## config.mk

```make
export PLATFORM = sky130hd
export DESIGN_NAME = pll_retune_seq
export DESIGN_NICKNAME = d
export VERILOG_FILES = /design/src/rtl/pll_retune_pkg.sv /design/src/rtl/pll_pms_merge.sv /design/src/rtl/pll_wait_timer.sv /design/src/rtl/pll_retune_seq.sv
export SDC_FILE = /design/constraint.sdc
export NUM_CORES = 1
export LEC_CHECK = 0
export CELL_PAD_IN_SITES_DETAIL_PLACEMENT = 1
export CELL_PAD_IN_SITES_GLOBAL_PLACEMENT = 1
export CORE_ASPECT_RATIO = 1.25
export CORE_UTILIZATION = 27
export CTS_CLUSTER_DIAMETER = 120
export DETAILED_ROUTE_END_ITERATION = 16
export HOLD_SLACK_MARGIN = 0.02
export PLACE_DENSITY = 0.72
export SYNTH_ARGS = -nofsm -noshare
export SYNTH_HDL_FRONTEND = slang
export SYNTH_SLANG_ARGS = --single-unit
```

## constraint.sdc

```tcl
create_clock -name clk -period 1.7 [get_ports clk]
set_clock_uncertainty 0.1 [all_clocks]
set_input_delay 0.425 -clock clk [delete_from_list [all_inputs] [get_ports clk]]
set_output_delay 0.425 -clock clk [all_outputs]
set_load 0.1 [all_outputs]
```

## src/rtl/pll_retune_pkg.sv

```systemverilog
package pll_retune_pkg;

    localparam int NUM_LEVELS = 5;
    localparam int LVL_W      = 3;
    localparam int CTRL_W     = 32;
    localparam int M_LSB      = 16;
    localparam int M_W        = 10;
    localparam int P_LSB      = 8;
    localparam int P_W        = 6;
    localparam int S_LSB      = 0;
    localparam int S_W        = 3;
    localparam int MUXST_W    = 3;

    localparam logic [MUXST_W-1:0] MUXST_MAIN   = 3'd1;
    localparam logic [MUXST_W-1:0] MUXST_BACKUP = 3'd2;

    typedef enum logic [2:0] {
        ST_IDLE,
        ST_PARK,
        ST_WAIT_BK,
        ST_LOCKT,
        ST_PMS,
        ST_WAIT_LOCK,
        ST_RETURN,
        ST_WAIT_MAIN
    } seq_state_t;

    typedef struct packed {
        logic [M_W-1:0] m;
        logic [P_W-1:0] p;
        logic [S_W-1:0] s;
    } pms_t;

    function automatic pms_t level_pms(input logic [LVL_W-1:0] lvl);
        pms_t r;
        case (lvl)
            3'd0:    r = '{m: 10'd150, p: 6'd3, s: 3'd1};
            3'd1:    r = '{m: 10'd250, p: 6'd6, s: 3'd1};
            3'd2:    r = '{m: 10'd200, p: 6'd6, s: 3'd1};
            3'd3:    r = '{m: 10'd250, p: 6'd6, s: 3'd2};
            default: r = '{m: 10'd200, p: 6'd6, s: 3'd3};
        endcase
        return r;
    endfunction

endpackage

```

## src/rtl/pll_pms_merge.sv

```systemverilog
module pll_pms_merge
    import pll_retune_pkg::*;
(
    input  logic [CTRL_W-1:0] ctrl_in,
    input  pms_t              pms,
    output logic [CTRL_W-1:0] ctrl_out
);
    always_comb begin
        ctrl_out = ctrl_in;
        ctrl_out[M_LSB +: M_W] = pms.m;
        ctrl_out[P_LSB +: P_W] = pms.p;
        ctrl_out[S_LSB +: S_W] = pms.s;
    end
endmodule

```

## src/rtl/pll_wait_timer.sv

```systemverilog
module pll_wait_timer #(
    parameter int TIMEOUT = 64
) (
    input  logic clk,
    input  logic rst,
    input  logic clear,
    input  logic run,
    output logic expired
);
    localparam int CW = $clog2(TIMEOUT + 1);
    localparam logic [CW-1:0] LIMIT = CW'(TIMEOUT);

    logic [CW-1:0] cnt;

    always_ff @(posedge clk) begin
        if (rst || clear || !run) begin
            cnt <= '0;
        end else if (cnt != LIMIT) begin
            cnt <= cnt + 1'b1;
        end
    end

    assign expired = run && (cnt == LIMIT);

    AST_TIMER_BOUNDED: assert property (@(posedge clk) disable iff (rst)
        cnt <= LIMIT);
endmodule

```

## src/rtl/pll_retune_seq.sv

```systemverilog
module pll_retune_seq
    import pll_retune_pkg::*;
#(
    parameter int          LOCK_W    = 16,
    parameter int          LOCK_TIME = 20,
    parameter int          TIMEOUT   = 64,
    parameter logic [31:0] CTRL_INIT = 32'hA40C_C0F8
) (
    input  logic              clk,
    input  logic              rst,
    input  logic              start,
    input  logic [2:0]        level,
    input  logic [2:0]        mux_status,
    input  logic              pll_locked,
    output logic              mux_to_backup,
    output logic [15:0]       lock_count,
    output logic [31:0]       pll_ctrl,
    output logic              busy,
    output logic              done,
    output logic              err
);
    localparam logic [LOCK_W-1:0] LOCK_VAL = LOCK_W'(LOCK_TIME);
    localparam logic [LVL_W-1:0]  LVL_LIM  = LVL_W'(NUM_LEVELS);

    seq_state_t         state;
    logic [LVL_W-1:0]   lvl_q;
    logic [CTRL_W-1:0]  ctrl_q;
    logic [CTRL_W-1:0]  ctrl_next;
    logic [LOCK_W-1:0]  lock_q;
    logic               sel_bk;
    logic               done_q;
    logic               err_q;
    logic               t_clear;
    logic               t_run;
    logic               t_expired;
    logic               accept;

    assign accept  = (state == ST_IDLE) && start && (level < LVL_LIM);
    assign t_clear = (state == ST_PARK) || (state == ST_PMS) || (state == ST_RETURN);
    assign t_run   = (state == ST_WAIT_BK) || (state == ST_WAIT_LOCK) ||
                     (state == ST_WAIT_MAIN);

    pll_pms_merge u_merge (
        .ctrl_in  (ctrl_q),
        .pms      (level_pms(lvl_q)),
        .ctrl_out (ctrl_next)
    );

    pll_wait_timer #(.TIMEOUT(TIMEOUT)) u_timer (
        .clk     (clk),
        .rst     (rst),
        .clear   (t_clear),
        .run     (t_run),
        .expired (t_expired)
    );

    always_ff @(posedge clk) begin
        if (rst) begin
            state  <= ST_IDLE;
            lvl_q  <= '0;
            ctrl_q <= CTRL_INIT;
            lock_q <= '0;
            sel_bk <= 1'b0;
            done_q <= 1'b0;
            err_q  <= 1'b0;
        end else begin
            done_q <= 1'b0;
            case (state)
                ST_IDLE: begin
                    if (accept) begin
                        lvl_q <= level;
                        err_q <= 1'b0;
                        state <= ST_PARK;
                    end
                end
                ST_PARK: begin
                    sel_bk <= 1'b1;
                    state  <= ST_WAIT_BK;
                end
                ST_WAIT_BK: begin
                    if (mux_status == MUXST_BACKUP) begin
                        state <= ST_LOCKT;
                    end else if (t_expired) begin
                        err_q <= 1'b1;
                        state <= ST_IDLE;
                    end
                end
                ST_LOCKT: begin
                    lock_q <= LOCK_VAL;
                    state  <= ST_PMS;
                end
                ST_PMS: begin
                    ctrl_q <= ctrl_next;
                    state  <= ST_WAIT_LOCK;
                end
                ST_WAIT_LOCK: begin
                    if (pll_locked) begin
                        state <= ST_RETURN;
                    end else if (t_expired) begin
                        err_q <= 1'b1;
                        state <= ST_IDLE;
                    end
                end
                ST_RETURN: begin
                    sel_bk <= 1'b0;
                    state  <= ST_WAIT_MAIN;
                end
                ST_WAIT_MAIN: begin
                    if (mux_status == MUXST_MAIN) begin
                        done_q <= 1'b1;
                        state  <= ST_IDLE;
                    end else if (t_expired) begin
                        err_q  <= 1'b1;
                        sel_bk <= 1'b1;
                        state  <= ST_IDLE;
                    end
                end
                default: state <= ST_IDLE;
            endcase
        end
    end

    assign mux_to_backup = sel_bk;
    assign lock_count    = 16'(lock_q);
    assign pll_ctrl      = ctrl_q;
    assign busy          = (state != ST_IDLE);
    assign done          = done_q;
    assign err           = err_q;

    AST_PMS_ONLY_PARKED: assert property (@(posedge clk) disable iff (rst)
        !$stable(ctrl_q) |-> (sel_bk && $past(mux_status) == MUXST_BACKUP));
    AST_LOCKT_BEFORE_PMS: assert property (@(posedge clk) disable iff (rst)
        !$stable(ctrl_q) |-> (lock_q == LOCK_VAL));
    AST_RETURN_AFTER_LOCK: assert property (@(posedge clk) disable iff (rst)
        $fell(sel_bk) |-> $past(pll_locked, 2));
    AST_DONE_SINGLE: assert property (@(posedge clk) disable iff (rst)
        done_q |=> !done_q);
    AST_DONE_ON_MAIN: assert property (@(posedge clk) disable iff (rst)
        done_q |-> (!sel_bk && $past(mux_status) == MUXST_MAIN));
    AST_NO_ACCEPT_BUSY: assert property (@(posedge clk) disable iff (rst)
        (busy && start) |=> $stable(lvl_q));
    AST_ERR_PARKED: assert property (@(posedge clk) disable iff (rst)
        err_q |-> sel_bk);
endmodule

```

==> results of run 1 <==
worst paths after layout:
path         slack [ns]            from  cells past startpoint        endpoint
max reg2reg       -0.12  u_timer.cnt[0]                      7  u_timer.cnt[1]
min                0.41    pll_ctrl[21]                      2    pll_ctrl[21]
max               -0.12  u_timer.cnt[0]                      7  u_timer.cnt[1]
min reg2reg        0.41    pll_ctrl[21]                      2    pll_ctrl[21]
routing by layer:
layer	routed length (um)	global-route usage	share of wire
met4	12	0.02841	0.0039
met2	1591	0.2034	0.52
met3	154	0.02989	0.051
met5	0	0	0
met1	1282	0.1380	0.42
what timing repair did:
action | 4_1_cts | 5_1_grt
endpoints found under the setup margin | 11 | 14
resized for setup | 2 | 8
pin swaps | 1 | 2
gates cloned | 0 | 0
hold buffers | 0 | 0
buffers inserted | 0 | 0
placed cells by master (no fill, tap or decap), types with 3 or more instances in the layout:
cell / instances
nor2_1: 19
buf_12: 18
nor3b_1: 3
clkbuf_8: 4
a21oi_1: 7
inv_2: 3
dfxtp_1: 19
nor3_1: 11
nand2_1: 5
mux2i_1: 5
nand2b_1: 3
clkdlybuf4s50_1: 9
conb_1: 34
xnor2_1: 4
dfxtp_2: 7
nand3_1: 5
buf_4: 20
where the power goes:
| group | internal, mW | switching (mW) |
|---|---|---|
| registers | 0.629 | 0.0235 |
| logic | 0.134 | 0.510 |
| clock network | 0.207 | 0.194 |
| total | 0.970 | 0.728 |
state kept, by name, indices dropped and copies added (netlist names):
signal	flops
pll_ctrl	9
u_timer.cnt	7
lvl_q	3
state	3
done	1
err	1
lock_count	1
mux_to_backup	1
cells in the mapped netlist, types with 2 or more instances:
cell / n / share of area
o21ai_0: 2 / 0.0068
nor2_1: 19 / 0.049
buf_4: 38 / 0.20
a21o_1: 2 / 0.010
nand3_1: 6 / 0.021
nor3_1: 12 / 0.041
mux2i_1: 5 / 0.034
o21bai_1: 2 / 0.010
conb_1: 2 / 0.0051
nor3b_1: 4 / 0.021
xor2_1: 2 / 0.012
xnor2_1: 4 / 0.024
nand2b_1: 3 / 0.013
a21oi_1: 7 / 0.024
nand3b_1: 2 / 0.010
clkbuf_1: 4 / 0.010
ha_1: 2 / 0.017
dfxtp_1: 26 / 0.36
inv_1: 4 / 0.010
buf_2: 2 / 0.0068
and3_1: 2 / 0.0086
nand2_1: 5 / 0.013
o21a_1: 2 / 0.010
cell families after synthesis:
logic type      count (synthesis)
flops                          26
other cells                     2
fa+ha+maj                       2
simple gates                   60
xor+xnor                        6
buf+inv                        50
mux                             5
compound gates                 22
per-stage QoR:
stage | TNS, ns | instances | worst slack, ns
final | -0.7259 | 273 | -0.1165
after global routing | -1.538 | 273 | -0.1895
after CTS | -0.4093 | 273 | -0.09018
after detailed placement | -2.090 | 269 | -0.3541
after global placement | -1.731 | 269 | -0.2878
after floorplan | -0.1107 | 205 | -0.05861
worst max-delay path: stages (launching register included):
cell and delay (ns):
dfxtp_2 0.33, inv_2 0.05, ha_1 0.15, or4b_4 0.48, nor3b_4 0.22, buf_4 0.16
mux2i_1 0.18, nor2_1 0.05
layout make-up:
class,count,area (um2),share of cell area
Timing Repair Buffer,47,600.6,0.2961
Tap cell,62,77.57,0.03825
Multi-Input combinational cell,129,747.0,0.3683
Inverter,5,18.77,0.009254
Sequential cell,26,529.3,0.2609
Clock buffer,4,55.05,0.02714
==> results.py, run 1 <==
metrics = {
    "critical_path": {
        "crit_path_max_fanout": 3,
        "crit_type": "flip-flop to flip-flop",
        "end_kind": "flip-flop",
        "arrival_ns": 1.88,
        "cp-start-kind": "flip-flop",
        "critPathRequiredTime_ns": 1.76,
    },
    "timing": {
        "setup_viol": 10,
        "fmax_mhz": 550.5,
        "rsz0062_at_grt": "true",
        "final_max_slew_viol_count": 0,
        "setup_slack_ns": -0.1165,
        "worst_hold_slack_ns": 0.4114,
        "finalCritPeriodShare": 1.069,
        "min_period_ns": 1.816,
        "hold_viol_final": 0,
    },
    "floorplanning": {
        "start_util": 0.2836,
        "die_y_um": 84.26,
        "fp.dieW_um": 67.81,
        "rows": 29,
        "die_area_um2": 5713,
        "ios": 62,
        "core_region_area_um2": 5152,
    },
    "global_routing": {
        "antenna_found_initial": 0,
        "grt_start_max_net_pins": 18,
        "grt_pass1_wl_um": 5078,
        "grt_usage": 0.1166,
        "grt_pass1_vias": 1093,
        "gr-total-overflow": 0,
    },
    "yosys": {
        "netlist_area_um2": 1461,
        "synth_seq_cells": 26,
        "synth_top_family_by_area": "buffers and inverters",
        "synth_xor_area_frac": 0.03596,
        "synthMuxAreaShare": 0.03425,
        "synth_area_per_cell_um2": 8.447,
        "synth_ff_type": "dfxtp_1",
        "yosys.area_share.simple": 0.2183,
        "async_flop_share": 0,
        "synth_fa_ha_area_frac": 0.01712,
        "synth-compound-area-share": 0.1002,
        "ys_seq_area_frac": 0.3562,
        "synth_warnings": 0,
        "syn_inst": 173,
        "synth_edf_count": 0,
        "ys_types": 39,
    },
    "clock_network": {
        "clk_pin_slew_ns": 0.09,
        "cts_buffer_depth": 2,
        "clock_sinks": 26,
        "numCtsBuffers": 3,
        "h-tree-depth": 1,
        "clkLatencyLatePin_ns": 0.27,
        "tritoncts": "done",
        "cts-root-buf": "clkbuf_8",
    },
    "route": {
        "vias_per_cell": 4.201,
        "drt-total-wl_um": 3041,
        "drc": 0,
        "first_pass_iters": 4,
        "antenna_left": 0,
        "vias": 1147,
        "drt_iter0_markers": 35,
        "avgRoutedWirePerCell_um": 11.14,
    },
    "finish": {
        "fillCellCount": 623,
        "stdcell_area_um2": 2028,
        "num-nets-final": 224,
        "drive_gt1_frac": 0.2749,
        "syn_to_final_growth_pct": 38.78,
        "diodes": 0,
        "fin_util": 0.3936,
    },
    "hold_path": {
        "hp-class": "flip-flop to flip-flop",
    },
    "pwr": {
        "p_leak_nw": 0.8443,
        "total_power_mw": 1.698,
        "peakVddDrop_mv": 0.2940,
        "power.density_nw_per_um2": 837.4,
    },
    "status": {
        "outcome": "finished with violations",
        "violations": "setup timing",
    },
    "placed_design": {
        "hpwlAfterDp_um": 2457,
        "place_area_um2": 1944,
        "place.gp.congestion": 0.7059,
        "io_buffer_count": 27,
    },
    "run": {
        "max-cap-violations": 0,
    },
}
Power figures use the tool's default switching activity.
==> run 2, diff against run 1 <==
- ABC_AREA: not set -> 1
- PLACE_DENSITY: 0.72 -> 0.74
==> run 2 against run 1 <==
  * The flow now finishes without violations
  * Worst hold slack lost 0.027 ns
  * Count of clock-buffer cells in the layout down 1
  * Total power increased by 22%
  * Cell count rose by 13%
  * Routed wire length rose by 8.2%
  * Flip-flop and latch count did not move
==> results.py, run 2 <==
metrics = {
    "timing": {
        "fmax_mhz": 622.0,
        "final_max_slew_viol_count": 0,
        "min_period_ns": 1.608,
        "finalCritPeriodShare": 0.9457,
        "rsz0062_at_grt": "false",
        "setup_viol": 0,
        "setup_slack_ns": 0.09235,
        "worst_hold_slack_ns": 0.3841,
        "hold_viol_final": 0,
    },
    "yosys": {
        "synth_area_per_cell_um2": 7.109,
        "synth.area.top_cells": "dfxtp_1 34%, buf_4 19%, nor2_1 8.5%",
        "syn_inst": 217,
        "async_flop_share": 0,
        "synth_edf_count": 0,
        "synth_top_cell_by_area": "dfxtp_1",
        "synth_warnings": 0,
        "yosysMostFrequentCell": "buf_4",
        "synth_seq_cells": 26,
        "ys_types": 27,
        "ys_seq_area_frac": 0.3374,
        "synth_common_cells": "39 x buf_4, 35 x nor2_1, 34 x nand2_1, 26 x dfxtp_1, 16 x inv_1",
        "yosys.area.top_type_share": 0.3374,
        "netlist_area_um2": 1543,
        "synth_ff_type": "dfxtp_1",
    },
    "pwr": {
        "pwr-share-clk": 0.246,
        "power.density_nw_per_um2": 1038,
        "p_leak_nw": 0.9002,
        "comb_power_share": 0.420,
        "internal_power_mw": 1.155,
        "peakVddDrop_mv": 0.3478,
        "p_seq_frac": 0.334,
        "switching_share": 0.4438,
        "switchingPower_mw": 0.9220,
    },
    "critical_path": {
        "arrival_ns": 1.08,
        "slowest_stage": "dfxtp_2",
        "critPathRequiredTime_ns": 1.17,
        "crit_type": "flip-flop to primary output",
        "cpLargestDelayFamily": "flip-flops",
        "cp_num_buf_inv": 2,
        "path_cells": "inv_2 -> nand2_2 -> buf_12",
        "cp-start-kind": "flip-flop",
        "slowest_delay_ns": 0.41,
        "crit_path_max_fanout": 6,
        "end_kind": "primary output",
    },
    "clock_network": {
        "hold_buffers": 0,
        "h-tree-depth": 1,
        "tritoncts": "done",
        "clock_sinks": 26,
        "clkLatencyLatePin_ns": 0.27,
        "cts_setup_buffers": 0,
        "numCtsBuffers": 3,
        "clk_pin_slew_ns": 0.09,
        "cts-root-buf": "clkbuf_8",
        "cts_buffer_depth": 2,
    },
    "floorplanning": {
        "die_area_um2": 6022,
        "ios": 62,
        "die_y_um": 86.51,
        "start_util": 0.2815,
        "rows": 30,
        "fp.dieW_um": 69.61,
        "core_region_area_um2": 5480,
    },
    "finish": {
        "syn_to_final_growth_pct": 29.68,
        "final_cell_mix": "35 x nor2_1, 34 x nand2_1, 34 x conb_1, 20 x dfxtp_1, 18 x buf_12",
        "num-nets-final": 257,
        "stdcell_area_um2": 2001,
        "final_common_cell": "nor2_1",
        "fillCellCount": 670,
        "largest_reg_flops": 9,
        "drive_gt1_frac": 0.1967,
        "diodes": 0,
    },
    "status": {
        "outcome": "completed",
    },
    "run": {
        "max-cap-violations": 0,
    },
    "placed_design": {
        "place_ws_ns": -0.1318,
        "place.gp.congestion": 0.7457,
        "place_area_um2": 1927,
        "io_buffer_count": 27,
        "hpwlAfterDp_um": 2659,
    },
    "route": {
        "vias": 1326,
        "drt_iter0_markers": 37,
        "vias_per_cell": 4.305,
        "avgRoutedWirePerCell_um": 10.68,
        "drt-total-wl_um": 3290,
        "first_pass_iters": 4,
        "antenna_left": 0,
        "drc": 0,
    },
    "global_routing": {
        "grt_pass1_vias": 1224,
        "gr-total-overflow": 0,
        "grt_pass1_wl_um": 5464,
        "grt_usage": 0.1138,
        "grt_start_max_net_pins": 16,
        "antenna_found_initial": 0,
    },
    "hold_path": {
        "hp-class": "flip-flop to flip-flop",
    },
}
[run 2: cell count changes in the layout (fill, tap and decap cells not counted), sizes merged, moves of 3 or more]
cell | previous run | this run
a21oi | 7 | 14
buf | 38 | 23
inv | 5 | 20
mux2i | 5 | 0
nand2 | 5 | 40
nand2b | 3 | 0
nand3 | 6 | 13
nor2 | 19 | 37
nor3 | 12 | 4
nor3b | 5 | 0
o21ai | 3 | 7
[run 2: power by group through the flow]
stage | clock network (mW) | logic, mW | registers (mW)
CTS | 0.526 | 0.877 | 0.694
finish | 0.512 | 0.872 | 0.694
detailed placement | 0 | 0.873 | 0.706
floorplan | 0 | 0.676 | 0.780
global route | 0.550 | 0.920 | 0.700
global placement | 0 | 0.866 | 0.705
[run 2: cell families after synthesis]
| logic type | Yosys count | synth area share |
|---|---|---|
| AO/OA/AOI/OAI | 25 | 0.09408 |
| XOR/XNOR | 4 | 0.02271 |
| adder cells (fa/ha/maj) | 2 | 0.01622 |
| buffers and inverters | 62 | 0.2514 |
| flip-flops | 26 | 0.3374 |
| other | 2 | 0.004868 |
| AND/OR/NAND/NOR | 96 | 0.2733 |
[run 2: timing repair]
| item | CTS | global route |
|---|---|---|
| resized for setup | 2 | 0 |
| hold endpoints to repair | 0 | 0 |
| setup endpoints to repair | 1 | 0 |
[run 2: layer usage]
metal | vias up | wire [um] | part of all wire | GRT usage
li1 | 664 | - | - | -
met1 | 617 | 1388 | 0.42 | 0.1243
met2 | 43 | 1688 | 0.51 | 0.2180
met3 | 2 | 174 | 0.053 | 0.01977
met4 | 0 | 38 | 0.012 | 0.04364
met5 | - | 0 | 0 | 0
[run 2: worst paths after layout]
path                    endpoint      startpoint  slack, ns  depth (start not counted)
setup / recovery            busy        state[2]       0.09                          3
hold / removal    u_timer.cnt[6]  u_timer.cnt[6]       0.38                          2
setup reg to reg        state[0]  u_timer.cnt[1]       0.24                          9
hold reg to reg   u_timer.cnt[6]  u_timer.cnt[6]       0.38                          2
[run 2: area by class of cell]
| class | count | area, um2 | share of cell area |
|---|---|---|---|
| Multi-Input combinational cell | 161 | 754.5 | 0.3771 |
| Sequential cell | 26 | 528.0 | 0.2639 |
| Timing Repair Buffer | 32 | 488.0 | 0.2439 |
| Tap cell | 64 | 80.08 | 0.04002 |
| Inverter | 21 | 78.83 | 0.03940 |
| Clock buffer | 3 | 41.29 | 0.02064 |
| Clock inverter | 1 | 30.03 | 0.01501 |
[run 2: worst reg2reg max path: stages (launching register included)]
cell and delay, ns:
dfxtp_1 0.34, inv_1 0.09, ha_1 0.18, nand2_1 0.07, nor2_2 0.25, nand2_2 0.11, nand2_1 0.07, nand2_1 0.05
nand2_1 0.05, a21oi_1 0.05
[run 2: per-stage QoR]
| stage | setup TNS, ns | instances | utilization | power [mW] |
|---|---|---|---|---|
| 6_report | 0 | 308 | 0.3651 | 2.077 |
| 5_1_grt | 0 | 308 | 0.3651 | 2.169 |
| 4_1_cts | 0 | 308 | 0.3651 | 2.097 |
| 3_5_place_dp | -0.4378 | 304 | 0.3516 | 1.579 |
| 3_3_place_gp | -0.2492 | 304 | 0.3516 | 1.572 |
| 2_1_floorplan | 0 | 249 | - | 1.456 |
==> run 3, diff against run 2 <==
- CAP_MARGIN: not set -> 0
- PLACE_DENSITY: 0.74 -> 0.76
- RECOVER_POWER: not set -> 25
==> run 3 against run 2 <==
  * Critical path depth is the same
  * Critical endpoint unchanged
  * Highest routed layer unchanged
  * Non-clock buffer count is the same
  * Combinational power shrank 1%
  * Global-route usage grew 0.18 points
  * Flip-flop and latch count is the same
  * Worst hold slack gained 0.0087 ns
==> results.py, run 3 (synthesis gave the netlist of run 2 again) <==
metrics = {
    "route": {
        "drt-total-wl_um": 3337,
        "vias": 1312,
        "avgRoutedWirePerCell_um": 10.83,
        "vias_per_cell": 4.260,
        "first_pass_iters": 4,
        "drc": 0,
        "antenna_left": 0,
        "drt_iter0_markers": 53,
    },
    "status": {
        "outcome": "completed",
    },
    "finish": {
        "syn_to_final_growth_pct": 28.06,
        "num-nets-final": 257,
        "final_cell_mix": "37 x nand2_1, 35 x nor2_1, 34 x conb_1, 19 x dfxtp_1, 18 x inv_1",
        "diodes": 0,
        "largest_reg_flops": 9,
        "drive_gt1_frac": 0.1762,
        "final_common_cell": "nand2_1",
    },
    "timing": {
        "hold_viol_final": 0,
        "fmax_mhz": 623.1,
        "rsz0062_at_grt": "false",
        "finalCritPeriodShare": 0.9440,
        "min_period_ns": 1.605,
        "worst_hold_slack_ns": 0.3928,
        "final_max_slew_viol_count": 0,
        "setup_viol": 0,
    },
    "hold_path": {
        "hp-start": "u_timer.cnt[6]",
        "hp-class": "flip-flop to flip-flop",
    },
    "clock_network": {
        "clkLatencyLatePin_ns": 0.28,
        "numCtsBuffers": 3,
        "hold_buffers": 0,
        "cts_setup_buffers": 0,
        "cts-root-buf": "clkbuf_8",
        "clk_pin_slew_ns": 0.10,
        "h-tree-depth": 1,
        "clock_sinks": 26,
        "tritoncts": "done",
        "cts_buffer_depth": 2,
    },
    "pwr": {
        "power.density_nw_per_um2": 1058,
        "peakVddDrop_mv": 0.3786,
        "total_power_mw": 2.090,
        "p_leak_nw": 0.8960,
    },
    "critical_path": {
        "slowest_stage": "dfxtp_2",
        "cp.depth": 3,
        "rr_startpoint": "state[1]",
        "path_cells": "inv_2 -> nand2_2 -> buf_12",
        "crit_type": "flip-flop to primary output",
        "critPathRequiredTime_ns": 1.17,
        "crit_path_max_fanout": 6,
        "cpLargestDelayFamily": "flip-flops",
        "critPathLaunch": "state[2]",
        "reg2reg_to": "pll_ctrl[19]",
        "r2r_slack_ns": 0.19,
        "reg2regPathDepth": 6,
        "end_kind": "primary output",
        "crit_path_end": "busy",
        "cp_num_buf_inv": 2,
        "arrival_ns": 1.08,
        "slowest_delay_ns": 0.40,
        "cp-start-kind": "flip-flop",
    },
    "floorplanning": {
        "start_util": 0.2815,
        "core_region_area_um2": 5480,
        "die_area_um2": 6022,
        "rows": 30,
        "ios": 62,
        "die_y_um": 86.51,
        "fp.dieW_um": 69.61,
    },
    "global_routing": {
        "grt_usage": 0.1156,
        "antenna_found_initial": 0,
        "gr-total-overflow": 0,
        "grt_pass1_vias": 1262,
        "grt_pass1_wl_um": 5540,
        "grt_start_max_net_pins": 16,
    },
    "placed_design": {
        "io_buffer_count": 27,
        "hpwlAfterDp_um": 2724,
        "place.gp.congestion": 0.7544,
    },
    "run": {
        "max-cap-violations": 0,
    },
}
[run 3: changes by cell type in the layout (fill, tap and decap cells not counted), moves of 2 or more]
| cell | delta |
|---|---|
| nand2_2 | -3 |
| inv_1 | +2 |
| nand2_1 | +3 |
| inv_2 | -2 |
[run 3: worst min path at each step]
stage                endpoint  slack, ns  cells past startpoint
2_1_floorplan        lvl_q[0]       0.35                      2
6_report       u_timer.cnt[6]       0.39                      2
4_1_cts        u_timer.cnt[6]       0.40                      2
5_1_grt              lvl_q[2]       0.43                      2
3_5_place_dp    mux_to_backup       0.38                      2
3_3_place_gp   u_timer.cnt[6]       0.37                      2
[run 3: power breakdown]
| part | switching (mW) | leakage (nW) | internal (mW) |
|---|---|---|---|
| combinational | 0.674 | 0.646 | 0.189 |
| clock | 0.214 | 0.0357 | 0.316 |
| sequential | 0.0497 | 0.214 | 0.647 |
| total | 0.938 | 0.896 | 1.15 |
[run 3: repair_timing]
item	in CTS	in global routing
endpoints found under the setup margin	1	0
gates resized for setup	3	0
hold endpoints to repair	0	0
[run 3: layer usage]
metal	part of all wire	vias up	track usage
met3	0.053	5	0.02442
li1	-	662	-
met1	0.42	603	0.1223
met2	0.51	42	0.2171
met5	0	-	0
met4	0.018	0	0.05636
[run 3: final cells by class]
class | count | area (um2)
inverters | 21 | 78.83
fillers | 685 | 3505
clock inverters | 1 | 30.03
flip-flops and latches | 26 | 529.3
well taps | 64 | 80.08
clock buffers | 3 | 41.29
repair buffers | 32 | 469.2
multi-input cells | 161 | 747.0
[run 3: tightest hold or removal path: stages, from the launching register on]
cell	delay, ns
dfxtp_1	0.34
nand2_1	0.07
a21oi_1	0.05
[run 3: through the flow]
step / instance area [um2] / setup WS [ns] / std cells / setup TNS (ns) / util
after CTS: 2002 / 0.06983 / 308 / 0 / 0.3653
after global placement: 1927 / -0.09549 / 304 / -0.2353 / 0.3516
after floorplan: 1668 / 0.07135 / 249 / 0 / -
final: 1976 / 0.09522 / 308 / 0 / 0.3605
after detailed placement: 1927 / -0.1766 / 304 / -0.5164 / 0.3516
after global routing: 1976 / 0.03894 / 308 / 0 / 0.3605
